===== src/rtl/irlp_pkg.sv =====
package irlp_pkg;

    localparam int PULSE_TICKS = 3;
    localparam int TICK_CNT_W  = $clog2(PULSE_TICKS + 1);

    typedef enum logic {
        TX_IDLE  = 1'b0,
        TX_PULSE = 1'b1
    } tx_state_e;

    typedef struct packed {
        tx_state_e              st;
        logic [TICK_CNT_W-1:0]  ticks;
    } tx_state_t;

    localparam tx_state_t TX_RESET = '{st: TX_IDLE, ticks: '0};

endpackage


===== src/rtl/irlp_tick.sv =====
module irlp_tick #(
    parameter int DIV_W = 8
) (
    input  logic             clk,
    input  logic             rst,
    input  logic             live,
    input  logic [DIV_W-1:0] div,
    input  logic             restart,
    output logic             tick
);
    localparam logic [DIV_W-1:0] ONE = DIV_W'(1);

    logic [DIV_W-1:0] cnt_q;

    always_ff @(posedge clk) begin
        if (rst || !live) begin
            cnt_q <= '0;
        end else if (restart || cnt_q <= ONE) begin
            cnt_q <= div;
        end else begin
            cnt_q <= cnt_q - ONE;
        end
    end

    assign tick = live && (cnt_q == ONE);

endmodule


===== src/rtl/irlp_tx_shaper.sv =====
module irlp_tx_shaper
    import irlp_pkg::*;
(
    input  logic clk,
    input  logic rst,
    input  logic live,
    input  logic tick,
    input  logic bit_start,
    input  logic tx_bit,
    output logic start,
    output logic ir_tx
);
    localparam logic [TICK_CNT_W-1:0] LAST_TICK = TICK_CNT_W'(PULSE_TICKS - 1);

    tx_state_t st_q;

    assign start = live && bit_start && !tx_bit && (st_q.st == TX_IDLE);

    always_ff @(posedge clk) begin
        if (rst || !live) begin
            st_q <= TX_RESET;
        end else if (start) begin
            st_q <= '{st: TX_PULSE, ticks: '0};
        end else if (st_q.st == TX_PULSE && tick) begin
            if (st_q.ticks == LAST_TICK) begin
                st_q <= TX_RESET;
            end else begin
                st_q.ticks <= st_q.ticks + TICK_CNT_W'(1);
            end
        end
    end

    assign ir_tx = (st_q.st == TX_PULSE);

endmodule


===== src/rtl/irlp_rx_filter.sv =====
module irlp_rx_filter #(
    parameter int DIV_W       = 8,
    parameter int SYNC_STAGES = 2
) (
    input  logic             clk,
    input  logic             rst,
    input  logic             live,
    input  logic [DIV_W-1:0] div,
    input  logic             rx_in,
    output logic             rx_clean
);
    logic [SYNC_STAGES-1:0] sync_q;
    logic [DIV_W-1:0]       run_q;
    logic [DIV_W-1:0]       run_nxt;
    logic                   line_act;

    always_ff @(posedge clk) begin
        if (rst) begin
            sync_q <= '0;
        end else begin
            sync_q <= {sync_q[SYNC_STAGES-2:0], rx_in};
        end
    end

    assign line_act = sync_q[SYNC_STAGES-1];
    assign run_nxt  = (run_q == '1) ? run_q : run_q + DIV_W'(1);

    always_ff @(posedge clk) begin
        if (rst || !live || !line_act) begin
            run_q    <= '0;
            rx_clean <= 1'b0;
        end else begin
            run_q    <= run_nxt;
            rx_clean <= (run_nxt >= div);
        end
    end

endmodule


===== src/rtl/irlp_timing.sv =====
module irlp_timing #(
    parameter int DIV_W       = 8,
    parameter int SYNC_STAGES = 2
) (
    input  logic             clk,
    input  logic             rst,
    input  logic [DIV_W-1:0] lp_div,
    input  logic             lp_en,
    input  logic             bit_start,
    input  logic             tx_bit,
    input  logic             rx_ir,
    output logic             ir_tx,
    output logic             rx_clean
);
    logic live_w;
    logic tick_w;
    logic start_w;

    assign live_w = lp_en && (lp_div != '0);

    irlp_tick #(.DIV_W(DIV_W)) u_tick (
        .clk     (clk),
        .rst     (rst),
        .live    (live_w),
        .div     (lp_div),
        .restart (start_w),
        .tick    (tick_w)
    );

    irlp_tx_shaper u_tx (
        .clk       (clk),
        .rst       (rst),
        .live      (live_w),
        .tick      (tick_w),
        .bit_start (bit_start),
        .tx_bit    (tx_bit),
        .start     (start_w),
        .ir_tx     (ir_tx)
    );

    irlp_rx_filter #(.DIV_W(DIV_W), .SYNC_STAGES(SYNC_STAGES)) u_rx (
        .clk      (clk),
        .rst      (rst),
        .live     (live_w),
        .div      (lp_div),
        .rx_in    (rx_ir),
        .rx_clean (rx_clean)
    );

endmodule


===== config.mk =====
export PLATFORM = sky130hd
export DESIGN_NAME = irlp_timing
export DESIGN_NICKNAME = d
export VERILOG_FILES = /design/src/rtl/irlp_pkg.sv /design/src/rtl/irlp_tick.sv /design/src/rtl/irlp_tx_shaper.sv /design/src/rtl/irlp_rx_filter.sv /design/src/rtl/irlp_timing.sv
export SDC_FILE = /design/constraint.sdc
export NUM_CORES = 1
export LEC_CHECK = 0
export ABC_AREA = 1
export BUFFER_PORTS_ARGS = -buffer_cell sky130_fd_sc_hd__buf_2
export CORE_MARGIN = 4
export CORE_UTILIZATION = 62
export DETAILED_ROUTE_END_ITERATION = 10
export PLACE_DENSITY = 0.84
export SLEW_MARGIN = 20
export SYNTH_ARGS = -nofsm -noshare
export SYNTH_HDL_FRONTEND = slang
export SYNTH_SLANG_ARGS = --single-unit

===== constraint.sdc =====
create_clock -name clk -period 4.3 [get_ports clk]
set_input_delay 0.215 -clock clk [delete_from_list [all_inputs] [get_ports clk]]
set_output_delay 0.215 -clock clk [all_outputs]
set_load 0.05 [all_outputs]

==> results of run 1 <==
## cells by family after synthesis
logic type / after synthesis / share of synthesized area, %
AOI/OAI and AO/OA: 17 / 6.684
DFF: 22 / 29.78
adders and majority gates: 11 / 9.306
xor gates and xnor gates: 7 / 4.146
buffers and inverters: 43 / 11.76
and+or+nand+nor: 123 / 38.33
## cell usage after synthesis (3+ instances only)
cell | instances | share of area (%)
sky130_fd_sc_hd__nor2_1 | 40 | 10
sky130_fd_sc_hd__nand3_1 | 10 | 3.4
sky130_fd_sc_hd__nor3_1 | 6 | 2.0
sky130_fd_sc_hd__nand4_1 | 3 | 1.3
sky130_fd_sc_hd__nand2_1 | 52 | 13
sky130_fd_sc_hd__xnor2_1 | 4 | 2.4
sky130_fd_sc_hd__a21oi_2 | 3 | 1.8
sky130_fd_sc_hd__dfxtp_1 | 22 | 30
sky130_fd_sc_hd__xor2_1 | 3 | 1.8
sky130_fd_sc_hd__a21oi_1 | 9 | 3.0
sky130_fd_sc_hd__inv_1 | 38 | 9.6
sky130_fd_sc_hd__ha_1 | 11 | 9.3
sky130_fd_sc_hd__nand3_2 | 5 | 3.4
## final cells by class
type                            count  share of cell area [%]
Multi-Input combinational cell    158                   53.98
Sequential cell                    22                   27.50
Inverter                           40                   9.375
Timing Repair Buffer               15                   4.687
Clock buffer                        4                   2.266
Tap cell                           28                   2.187
## state kept, by name, indices dropped and copies added, names as in the netlist
| register | cells |
|---|---|
| u_rx.run_q | 8 |
| u_tick.cnt_q | 8 |
| u_rx.sync_q | 2 |
| u_tx.st_q | 2 |
| u_rx.rx_clean | 1 |
| u_tx.ir_tx | 1 |
## through the flow
step                cell area, um2  hold WS [ps]  utilization (%)  power (mW)
detailed placement            1565         399.2            70.08      0.4084
finish                        1602         95.74            71.71      0.5201
global route                  1602         115.9            71.71      0.5599
CTS                           1602         96.70            71.71      0.5216
floorplan                     1479         286.2                -      0.3847
global placement              1565         401.4            70.08      0.4075
## how the worst min path moves through the flow
stage,startpoint,endpoint,slack [ps],cells after the start
after floorplan,rst,u_rx.sync_q[0],290,1
after detailed placement,u_rx.sync_q[0],u_rx.sync_q[1],400,2
after global routing,rx_ir,u_rx.sync_q[0],120,3
after CTS,rx_ir,u_rx.sync_q[0],100,3
final,rx_ir,u_rx.sync_q[0],100,3
after global placement,u_rx.sync_q[0],u_rx.sync_q[1],400,2
## per-layer routing
metal	track usage (%)	up-vias	routed length (um)
li1	-	719	-
met1	27.06	540	1398
met2	28.22	24	1119
met3	2.069	4	89
met4	3.974	0	19
met5	0	-	0
## worst register-to-register path, cell delays in order, from the launching register on
cell and delay [ps]:
sky130_fd_sc_hd__dfxtp_1 370, sky130_fd_sc_hd__ha_1 240, sky130_fd_sc_hd__inv_1 90, sky130_fd_sc_hd__nor2_2 50, sky130_fd_sc_hd__nand2_1 340, sky130_fd_sc_hd__nand3_1 120
sky130_fd_sc_hd__o21ai_1 120, sky130_fd_sc_hd__inv_1 70, sky130_fd_sc_hd__ha_1 290, sky130_fd_sc_hd__a21oi_1 160, sky130_fd_sc_hd__nor2_1 50, sky130_fd_sc_hd__nor3_1 150
sky130_fd_sc_hd__nand3_1 100, sky130_fd_sc_hd__nand2_1 60, sky130_fd_sc_hd__inv_1 30
## power by group
part,total [mW],switching [mW],internal (mW)
clock,0.115,0.0637,0.0516
sequential,0.232,0.0138,0.218
combinational,0.173,0.105,0.0684
total,0.520,0.182,0.338
==> run metrics, run 1 <==
post-CTS setup buffer count 0; sequence of cells on the critical path ha_1, inv_1, nor2_2, nand2_1, nand3_1, o21ai_1, inv_1, ha_1, a21oi_1, nor2_1, nor3_1, nand3_1, nand2_1, inv_1; Synth Instances 223; worst flop-to-flop path endpoint u_rx.rx_clean; Yosys Warn Count 0; number of cells on the critical path 14; DRC 0; antenna diode instance count 0; die width 56.84 um; growth of design area from synthesis to finish 8.291%; FF/Latch Area 440.4 um2; Top Ports 16; start point of the critical path u_rx.run_q[0]; fraction of synthesis flops using an asynchronous set or reset pin 0%; most frequent standard cell in the layout excluding fill and tap cells sky130_fd_sc_hd__nand2_1; ys flop type sky130_fd_sc_hd__dfxtp_1; status complete, no violations; slowest library cell on the worst path sky130_fd_sc_hd__dfxtp_1; Maximum Capacitance Violations 0; RSZ-0062 raised after global routing false; cell type group with the largest total delay on the critical path simple AND/OR/NAND/NOR gates; commonest cells after routing, fill and taps aside sky130_fd_sc_hd__nand2_1, sky130_fd_sc_hd__nor2_1, sky130_fd_sc_hd__inv_1, sky130_fd_sc_hd__dfxtp_1, sky130_fd_sc_hd__buf_2; DR WL/cell 9.839 um; worst reg2reg startpoint u_rx.run_q[0]; number of vias after detailed routing 1287; worst setup path endpoint u_rx.rx_clean; placed cell count 263; Max IR drop VDD 0.2096 mV; footprint of the multi-input gates 864.6 um2; clock tree root driver cell sky130_fd_sc_hd__clkbuf_4; Row Count 17; post-CTS sizing 0; Setup crit end kind flop; residual overflow from global routing 0; Placer Congestion 0.8618; number of fill cells 187; Detailed Route WL 2627 um; number of detailed-routing iterations run before antenna repair 5; IO Port Bufs 15; share of the yosys chip area belonging to registers 29.78%; setup TNS after final layout 0 ps; DIE AREA 3231 um2; number of nets produced by synthesis 248; clock transition at the register clock pins on the worst setup and hold paths after CTS 130 ps; worst hold path class in -> reg; critical path buffer and inverter count 3; pin count of the biggest net entering global routing 13; r2r setup slk 1970 ps; pre-CTS WS 2023 ps; Sink Count 22; core area 2233 um2; number of hold-repair buffers added at the cts stage 0; slew of the pin with the lowest slew margin 470.5 ps; Crit path required time 4510 ps; total power per unit cell area 324.8 nW/um2; #FFs+latches synth 22; layout cell share with drive strength beyond 1 14.64%; crit-path max FO 12; via density per instance 4.820; first-pass GRT wire length 4864 um; leakage power figure 0.8418 nW; Post-Syn Area 1479 um2; worst skew pair latency 310 ps; total global-route track usage 18.24%; initial DRC count 56; Setup-failing EPs final 0; Period Utilization, post-route 54.17%; most frequent CP cell sky130_fd_sc_hd__inv_1; height of the die 56.84 um; depth of the most critical reg-to-reg path 14; number of enable-type register cells in the synthesized netlist 0; class of the most critical setup path reg -> reg; vias in the first global route 1176; mean post-synth cell area 6.632 um2; timing-limited maximum frequency 0.4293 GHz; final std cells w/o fill 267; post-detailed-route count of antenna-violating nets 0; final worst-path setup slack 1971 ps; Fin. Hold Viols 0; Max Transition Viols Final 0; initial antenna violation count 0; starting density of the core 66.22%; category of the worst setup path launch point flop; count of cell types in the netlist 26; final worst clock skew 9.570 ps; peak per-stage delay on the critical path 370 ps; clock tree buffer depth 2; post-layout minimum cycle time 2329 ps; H-tree lvl count 1; net count of the finished layout 265; Max-Slew Margin vs Limit 68.55%; detailed placer's ending HPWL 2149 um; number of clock buffers inserted by TritonCTS 3; TritonCTS clock tree built; arrival time of data at the critical path endpoint 2540 ps
Power figures use the tool's default switching activity.
==> run 2, diff against run 1 <==
--- a/config.mk
+++ b/config.mk
@@ -8,9 +8,9 @@
 export ABC_AREA = 1
 export BUFFER_PORTS_ARGS = -buffer_cell sky130_fd_sc_hd__buf_2
 export CORE_MARGIN = 4
-export CORE_UTILIZATION = 62
+export CORE_UTILIZATION = 52
 export DETAILED_ROUTE_END_ITERATION = 10
-export PLACE_DENSITY = 0.84
+export PLACE_DENSITY = 0.75
 export SLEW_MARGIN = 20
 export SYNTH_ARGS = -nofsm -noshare
 export SYNTH_HDL_FRONTEND = slang
==> constraint.sdc (replaced) <==
create_clock -name clk -period 1.9 [get_ports clk]
set_input_delay 0.095 -clock clk [delete_from_list [all_inputs] [get_ports clk]]
set_output_delay 0.095 -clock clk [all_outputs]
set_load 0.05 [all_outputs]
==> run 2 against run 1 <==
Utilization shrank 1.1 points. Via count grew 15%. Critical path depth decreased by 1. Final cell count rose by 9.4%. The flow now finishes with violations (negative setup slack). Global-route usage fell by 0.12 points. Sequential power is 130% higher. Largest cell class unchanged. Clock skew shrank 6.7 ps. Count of clock-buffer cells in the layout unchanged. Worst hold slack lost 47 ps. Register-to-register slack worse by 2000 ps. Sequential share of layout area fell by 4.5 points.
==> run metrics, run 2 (synthesized netlist as in run 1, its figures left out) <==
Max IR drop VDD 0.5996 mV (was 0.2096 mV); class of the most critical setup path reg -> reg (unchanged); initial antenna violation count 0 (unchanged); critical path buffer and inverter count 3 (unchanged); number of fill cells 205 (was 187); growth of design area from synthesis to finish 30.54% (was 8.291%); total power per unit cell area 630.6 nW/um2 (was 324.8 nW/um2); residual overflow from global routing 0 (unchanged); commonest cells after routing, fill and taps aside sky130_fd_sc_hd__nand2_1, sky130_fd_sc_hd__inv_1, sky130_fd_sc_hd__nor2_1, sky130_fd_sc_hd__dfxtp_1 (was sky130_fd_sc_hd__nand2_1, sky130_fd_sc_hd__nor2_1, sky130_fd_sc_hd__inv_1, sky130_fd_sc_hd__dfxtp_1, sky130_fd_sc_hd__buf_2); antenna diode instance count 0 (unchanged); clock transition at the register clock pins on the worst setup and hold paths after CTS 130 ps (about the same); first-pass GRT wire length 5064 um (was 4864 um); r2r setup slk -70 ps (was 1970 ps); post-detailed-route count of antenna-violating nets 0 (unchanged); top flop regs u_rx.run_q x8, u_tick.cnt_q x8 (unchanged); Max Transition Viols Final 0 (unchanged); total power consumption of the routed design 1.217 mW (was 0.5201 mW); RSZ-0062 raised after global routing true (was false); clock tree buffer depth 2 (unchanged); net count of the finished layout 287 (was 265); TritonCTS clock tree built (unchanged); start point of the critical path u_rx.run_q[1] (was u_rx.run_q[0]); Fin. Hold Viols 0 (unchanged); Maximum Capacitance Violations 0 (unchanged); worst reg2reg startpoint u_rx.run_q[1] (was u_rx.run_q[0]); final worst clock skew 2.869 ps (was 9.570 ps); sequence of cells on the critical path buf_4, nand2_1, nor3_2, nand3_1, o21ai_1, inv_1, ha_4, a21oi_2, nor2_1, nor3_1, nand3_1, nand2_1, inv_1 (was ha_1, inv_1, nor2_2, nand2_1, nand3_1, o21ai_1, inv_1, ha_1, a21oi_1, nor2_1, nor3_1, nand3_1, nand2_1, inv_1); worst hold path class in -> reg (unchanged); arrival time of data at the critical path endpoint 2210 ps (was 2540 ps); Setup crit end kind flop (unchanged); height of the die 61.33 um (was 56.84 um); clock tree root driver cell sky130_fd_sc_hd__clkbuf_4 (unchanged); DIE AREA 3761 um2 (was 3231 um2); failing checks negative setup slack; starting density of the core 54.10% (was 66.22%); pre-CTS WS -29.24 ps (was 2023 ps); Max-Slew Margin vs Limit 67.39% (was 68.55%); timing-limited maximum frequency 0.5064 GHz (was 0.4293 GHz); total global-route track usage 18.12% (was 18.24%); crit-path max FO 3 (was 12); status complete, but fails checks (was complete, no violations); hold path startpoint lp_div[1] (was rx_ir); pin count of the biggest net entering global routing 13 (unchanged); final worst-path setup slack -74.77 ps (was 1971 ps); DRC 0 (unchanged); worst skew pair latency 310 ps (about the same); slew of the pin with the lowest slew margin 487.6 ps (was 470.5 ps); vias in the first global route 1174 (was 1176); number of cells on the critical path 13 (was 14); layout cell share with drive strength beyond 1 29.12% (was 14.64%); leakage power figure 1.008 nW (was 0.8418 nW); worst setup path endpoint u_rx.rx_clean (unchanged); initial DRC count 61 (was 56); slowest library cell on the worst path sky130_fd_sc_hd__dfxtp_2 (was sky130_fd_sc_hd__dfxtp_1); detailed placer's ending HPWL 2288 um (was 2149 um); worst flop-to-flop path endpoint u_rx.rx_clean (unchanged); most frequent standard cell in the layout excluding fill and tap cells sky130_fd_sc_hd__nand2_1 (unchanged); number of vias after detailed routing 1474 (was 1287); peak per-stage delay on the critical path 380 ps (was 370 ps); Placer Congestion 0.8341 (was 0.8618); DR WL/cell 12.02 um (was 9.839 um); via density per instance 5.048 (was 4.820); die width 61.33 um (was 56.84 um); Sink Count 22 (unchanged); WHS Path Cells 3 (unchanged); H-tree lvl count 1 (unchanged); Top Ports 16 (unchanged); core area 2734 um2 (was 2233 um2); post-layout minimum cycle time 1975 ps (was 2329 ps); cell type group with the largest total delay on the critical path simple AND/OR/NAND/NOR gates (unchanged); IO Port Bufs 15 (unchanged); Row Count 19 (was 17); category of the worst setup path launch point flop (unchanged); Detailed Route WL 3510 um (was 2627 um); Setup-failing EPs final 1 (was 0); Period Utilization, post-route 103.9% (was 54.17%); number of detailed-routing iterations run before antenna repair 4 (was 5); Crit path required time 2130 ps (was 4510 ps); number of clock buffers inserted by TritonCTS 3 (unchanged); depth of the most critical reg-to-reg path 13 (was 14)
## run 2: cell count changes in the layout (fill, tap and decap cells not counted), moves of 3 or more
cell,previous run,this run
sky130_fd_sc_hd__buf_4,0,15
sky130_fd_sc_hd__nand2_1,52,49
sky130_fd_sc_hd__nor2_1,40,37
sky130_fd_sc_hd__nor3_1,6,3
sky130_fd_sc_hd__dfxtp_2,0,3
sky130_fd_sc_hd__dfxtp_1,22,19
sky130_fd_sc_hd__buf_6,0,3
sky130_fd_sc_hd__ha_1,11,7
sky130_fd_sc_hd__dlygate4sd3_1,0,3
sky130_fd_sc_hd__ha_4,0,3
## run 2: tightest hold or removal path: stages
cell	delay, ps
sky130_fd_sc_hd__buf_2	110
sky130_fd_sc_hd__a21oi_1	40
sky130_fd_sc_hd__nor2_1	80
## run 2: cell type report
cell class | instances | area [um2] | area share (%)
inverter | 40 | 152.6 | 7.907
multi-input combinational | 159 | 1007 | 52.17
tap | 31 | 38.79 | 2.009
clock buffer | 4 | 36.28 | 1.879
sequential | 22 | 444.2 | 23.01
timing repair buffer | 36 | 251.5 | 13.03
## run 2: what timing repair did
action,4_1_cts,5_1_grt
pin swaps,0,8
resized for setup,9,22
buffers inserted,1,2
hold endpoints to repair,2,0
setup endpoints to repair,1,1
hold buffers,3,0
cloned,1,0
## run 2: worst min path at each step
stage	to	slack [ps]
2_1_floorplan	u_rx.sync_q[0]	170
6_report	u_tick.cnt_q[1]	50
3_5_place_dp	u_rx.sync_q[0]	310
4_1_cts	u_tick.cnt_q[1]	40
3_3_place_gp	u_rx.sync_q[0]	300
5_1_grt	u_tick.cnt_q[5]	60
## run 2: metrics by stage
step / area [um2] / hold WS [ps] / util (%) / cells / TNS [ps]
finish: 1931 / 48.27 / 70.62 / 292 / -74.77
global route: 1931 / 64.55 / 70.62 / 292 / -259.7
CTS: 1803 / 39.15 / 65.95 / 290 / 0
detailed placement: 1689 / 305.4 / 61.78 / 281 / -29.24
global placement: 1689 / 305.0 / 61.78 / 281 / -2.885
floorplan: 1490 / 166.2 / - / 223 / 0
## run 2: power breakdown
part / switching [mW] / total (mW) / internal, mW
clock network: 0.151 / 0.268 / 0.117
logic: 0.246 / 0.424 / 0.178
registers: 0.0314 / 0.525 / 0.494
## run 2: layer usage
layer | GRT usage, % | part of all wire [%]
met4 | 6.364 | 0.68
met3 | 3.354 | 5.9
met5 | 0 | 0
met2 | 28.25 | 48
met1 | 25.13 | 45
==> run 3, diff against run 2 <==
--- a/config.mk
+++ b/config.mk
@@ -8,9 +8,8 @@
 export ABC_AREA = 1
 export BUFFER_PORTS_ARGS = -buffer_cell sky130_fd_sc_hd__buf_2
 export CORE_MARGIN = 4
-export CORE_UTILIZATION = 52
+export CORE_UTILIZATION = 40
 export DETAILED_ROUTE_END_ITERATION = 10
-export PLACE_DENSITY = 0.75
 export SLEW_MARGIN = 20
 export SYNTH_ARGS = -nofsm -noshare
 export SYNTH_HDL_FRONTEND = slang
==> run 3 against run 2 <==
The flow now finishes without violations. Flip-flop and latch count is the same. Clock skew shrank 2.0 ps. Worst setup slack better by 100 ps. Maximum frequency up 5.4%. Utilization down 11 points. Critical path depth down 1. Clock power rose by 28%. Wire length grew 1.2%. Worst hold slack worse by 22 ps. Via count decreased by 5.0%. Largest power group unchanged.
==> run metrics, run 3 (synthesized netlist as in run 1, its figures left out) <==
status complete, no violations (was complete, but fails checks); layout cell share with drive strength beyond 1 34.88% (was 29.12%); Placer Congestion 0.7909 (was 0.8341); Sink Count 22 (unchanged); worst hold path class in -> reg (unchanged); Detailed Route WL 3551 um (was 3510 um); initial DRC count 79 (was 61); crit-path max FO 3 (unchanged); DRC 0 (unchanged); Max Transition Viols Final 0 (unchanged); IO Port Bufs 15 (unchanged); height of the die 68.81 um (was 61.33 um); number of vias after detailed routing 1400 (was 1474); global-route track usage on met1 20.30% (was 25.13%); Max IR drop VDD 0.2512 mV (was 0.5996 mV); DR WL/cell 11.68 um (was 12.02 um); first-pass GRT wire length 5209 um (was 5064 um); core area 3442 um2 (was 2734 um2); slowest library cell on the worst path sky130_fd_sc_hd__dfxtp_4 (was sky130_fd_sc_hd__dfxtp_2); commonest cells after routing, fill and taps aside sky130_fd_sc_hd__nand2_1, sky130_fd_sc_hd__nor2_1, sky130_fd_sc_hd__inv_1, sky130_fd_sc_hd__buf_4 (was sky130_fd_sc_hd__nand2_1, sky130_fd_sc_hd__inv_1, sky130_fd_sc_hd__nor2_1, sky130_fd_sc_hd__dfxtp_1); DIE AREA 4734 um2 (was 3761 um2); post-layout minimum cycle time 1874 ps (was 1975 ps); die width 68.81 um (was 61.33 um); total global-route track usage 14.82% (was 18.12%); Setup crit end kind flop (unchanged); number of detailed-routing iterations run before antenna repair 4 (unchanged); total power consumption of the routed design 1.291 mW (was 1.217 mW); clock transition at the register clock pins on the worst setup and hold paths after CTS 80 ps (was 130 ps); slew of the pin with the lowest slew margin 500.9 ps (was 487.6 ps); worst skew pair latency 270 ps (was 310 ps); busiest layer in global routing met2 (unchanged); detailed placer's ending HPWL 2419 um (was 2288 um); residual overflow from global routing 0 (unchanged); final worst clock skew 0.8620 ps (was 2.869 ps); TritonCTS clock tree built (unchanged); cell type group with the largest total delay on the critical path simple AND/OR/NAND/NOR gates (unchanged); leakage power figure 1.031 nW (was 1.008 nW); antenna diode instance count 0 (unchanged); Setup-failing EPs final 0 (was 1); pin count of the biggest net entering global routing 13 (unchanged); Top Ports 16 (unchanged); total power per unit cell area 634.0 nW/um2 (was 630.6 nW/um2); Max-Slew Margin vs Limit 66.50% (was 67.39%); H-tree lvl count 1 (unchanged); setup TNS after final layout 0 ps (was -74.77 ps); clock tree buffer depth 2 (unchanged); class of the most critical setup path reg -> reg (unchanged); most frequent standard cell in the layout excluding fill and tap cells sky130_fd_sc_hd__nand2_1 (unchanged); RSZ-0062 raised after global routing true (unchanged); Period Utilization, post-route 98.62% (was 103.9%); starting density of the core 42.97% (was 54.10%); Row Count 21 (was 19); peak per-stage delay on the critical path 380 ps (about the same); net count of the finished layout 284 (was 287); Crit path required time 2070 ps (was 2130 ps); number of clock buffers inserted by TritonCTS 3 (unchanged); arrival time of data at the critical path endpoint 2050 ps (was 2210 ps); vias in the first global route 1197 (was 1174); timing-limited maximum frequency 0.5337 GHz (was 0.5064 GHz); number of hold-repair buffers added at the cts stage 0 (was 3); clock tree root driver cell sky130_fd_sc_hd__clkbuf_8 (was sky130_fd_sc_hd__clkbuf_4); Fin. Hold Viols 0 (unchanged); top flop regs u_rx.run_q x8, u_tick.cnt_q x8 (unchanged); category of the worst setup path launch point flop (unchanged); critical path buffer and inverter count 3 (unchanged); initial antenna violation count 0 (unchanged); via density per instance 4.605 (was 5.048); fraction of met2 tracks used by global routing 23.24% (was 28.25%); growth of design area from synthesis to finish 37.73% (was 30.54%); Maximum Capacitance Violations 0 (unchanged); sequence of cells on the critical path inv_1, nor3_2, nand3_1, o21ai_2, inv_2, ha_4, a21oi_4, nor2_4, nor3_2, nand3_1, nand2_1, inv_1 (was buf_4, nand2_1, nor3_2, nand3_1, o21ai_1, inv_1, ha_4, a21oi_2, nor2_1, nor3_1, nand3_1, nand2_1, inv_1); post-detailed-route count of antenna-violating nets 0 (unchanged); Global Route met3 Usage 3.079% (was 3.354%)
run 3: timing repair:
action	CTS	global route
buffers inserted	2	2
cloned	0	0
pin swaps	7	21
resized for setup	13	39
endpoints found under the setup margin	1	1
run 3: metal layers:
| layer | share of wire [%] | vias up |
|---|---|---|
| li1 | - | 762 |
| met1 | 48 | 602 |
| met2 | 45 | 27 |
| met3 | 4.8 | 9 |
| met4 | 2.2 | 0 |
| met5 | 0 | - |
run 3: cell type report:
type / count / area (um2)
clock buffer: 4 / 55.05
timing repair buffer: 34 / 229.0
fill: 299 / 1405
inverter: 40 / 152.6
tap: 46 / 57.56
sequential: 22 / 454.2
multi-input combinational: 158 / 1089
run 3: final timing paths:
path / endpoint / slack, ps / depth (start not counted) / from
max: u_rx.rx_clean / 30 / 12 / u_rx.run_q[4]
min: u_rx.sync_q[0] / 30 / 3 / rx_ir
max reg2reg: u_rx.rx_clean / 30 / 12 / u_rx.run_q[4]
min reg2reg: u_rx.sync_q[1] / 410 / 2 / u_rx.sync_q[0]
run 3: metrics by stage:
stage          setup WS, ps  hold slack (ps)  cell area (um2)  util [%]  cells
5_1_grt              -79.00            49.36             2037     59.18    304
3_5_place_dp         -85.15            304.7             1708     49.62    296
4_1_cts               6.530            25.47             1844     53.58    302
2_1_floorplan         8.012            166.2             1490         -    223
6_report              26.14            25.90             2037     59.18    304
3_3_place_gp         -52.23            304.8             1708     49.62    296
run 3: worst register-to-register path, cell delays in order, from the launching register on:
cell                      delay (ps)
sky130_fd_sc_hd__dfxtp_4         380
sky130_fd_sc_hd__inv_1           120
sky130_fd_sc_hd__nor3_2          270
sky130_fd_sc_hd__nand3_1         130
sky130_fd_sc_hd__o21ai_2         100
sky130_fd_sc_hd__inv_2            60
sky130_fd_sc_hd__ha_4            230
sky130_fd_sc_hd__a21oi_4         140
sky130_fd_sc_hd__nor2_4           60
sky130_fd_sc_hd__nor3_2          110
sky130_fd_sc_hd__nand3_1         100
sky130_fd_sc_hd__nand2_1          60
sky130_fd_sc_hd__inv_1            30
run 3: report_power, final:
part / internal [mW] / leakage [nW] / switching (mW) / total [mW]
Clock: 0.185 / 0.0288 / 0.158 / 0.343
Combinational: 0.176 / 0.819 / 0.251 / 0.427
Sequential: 0.490 / 0.183 / 0.0315 / 0.522
Total: 0.851 / 1.03 / 0.440 / 1.29
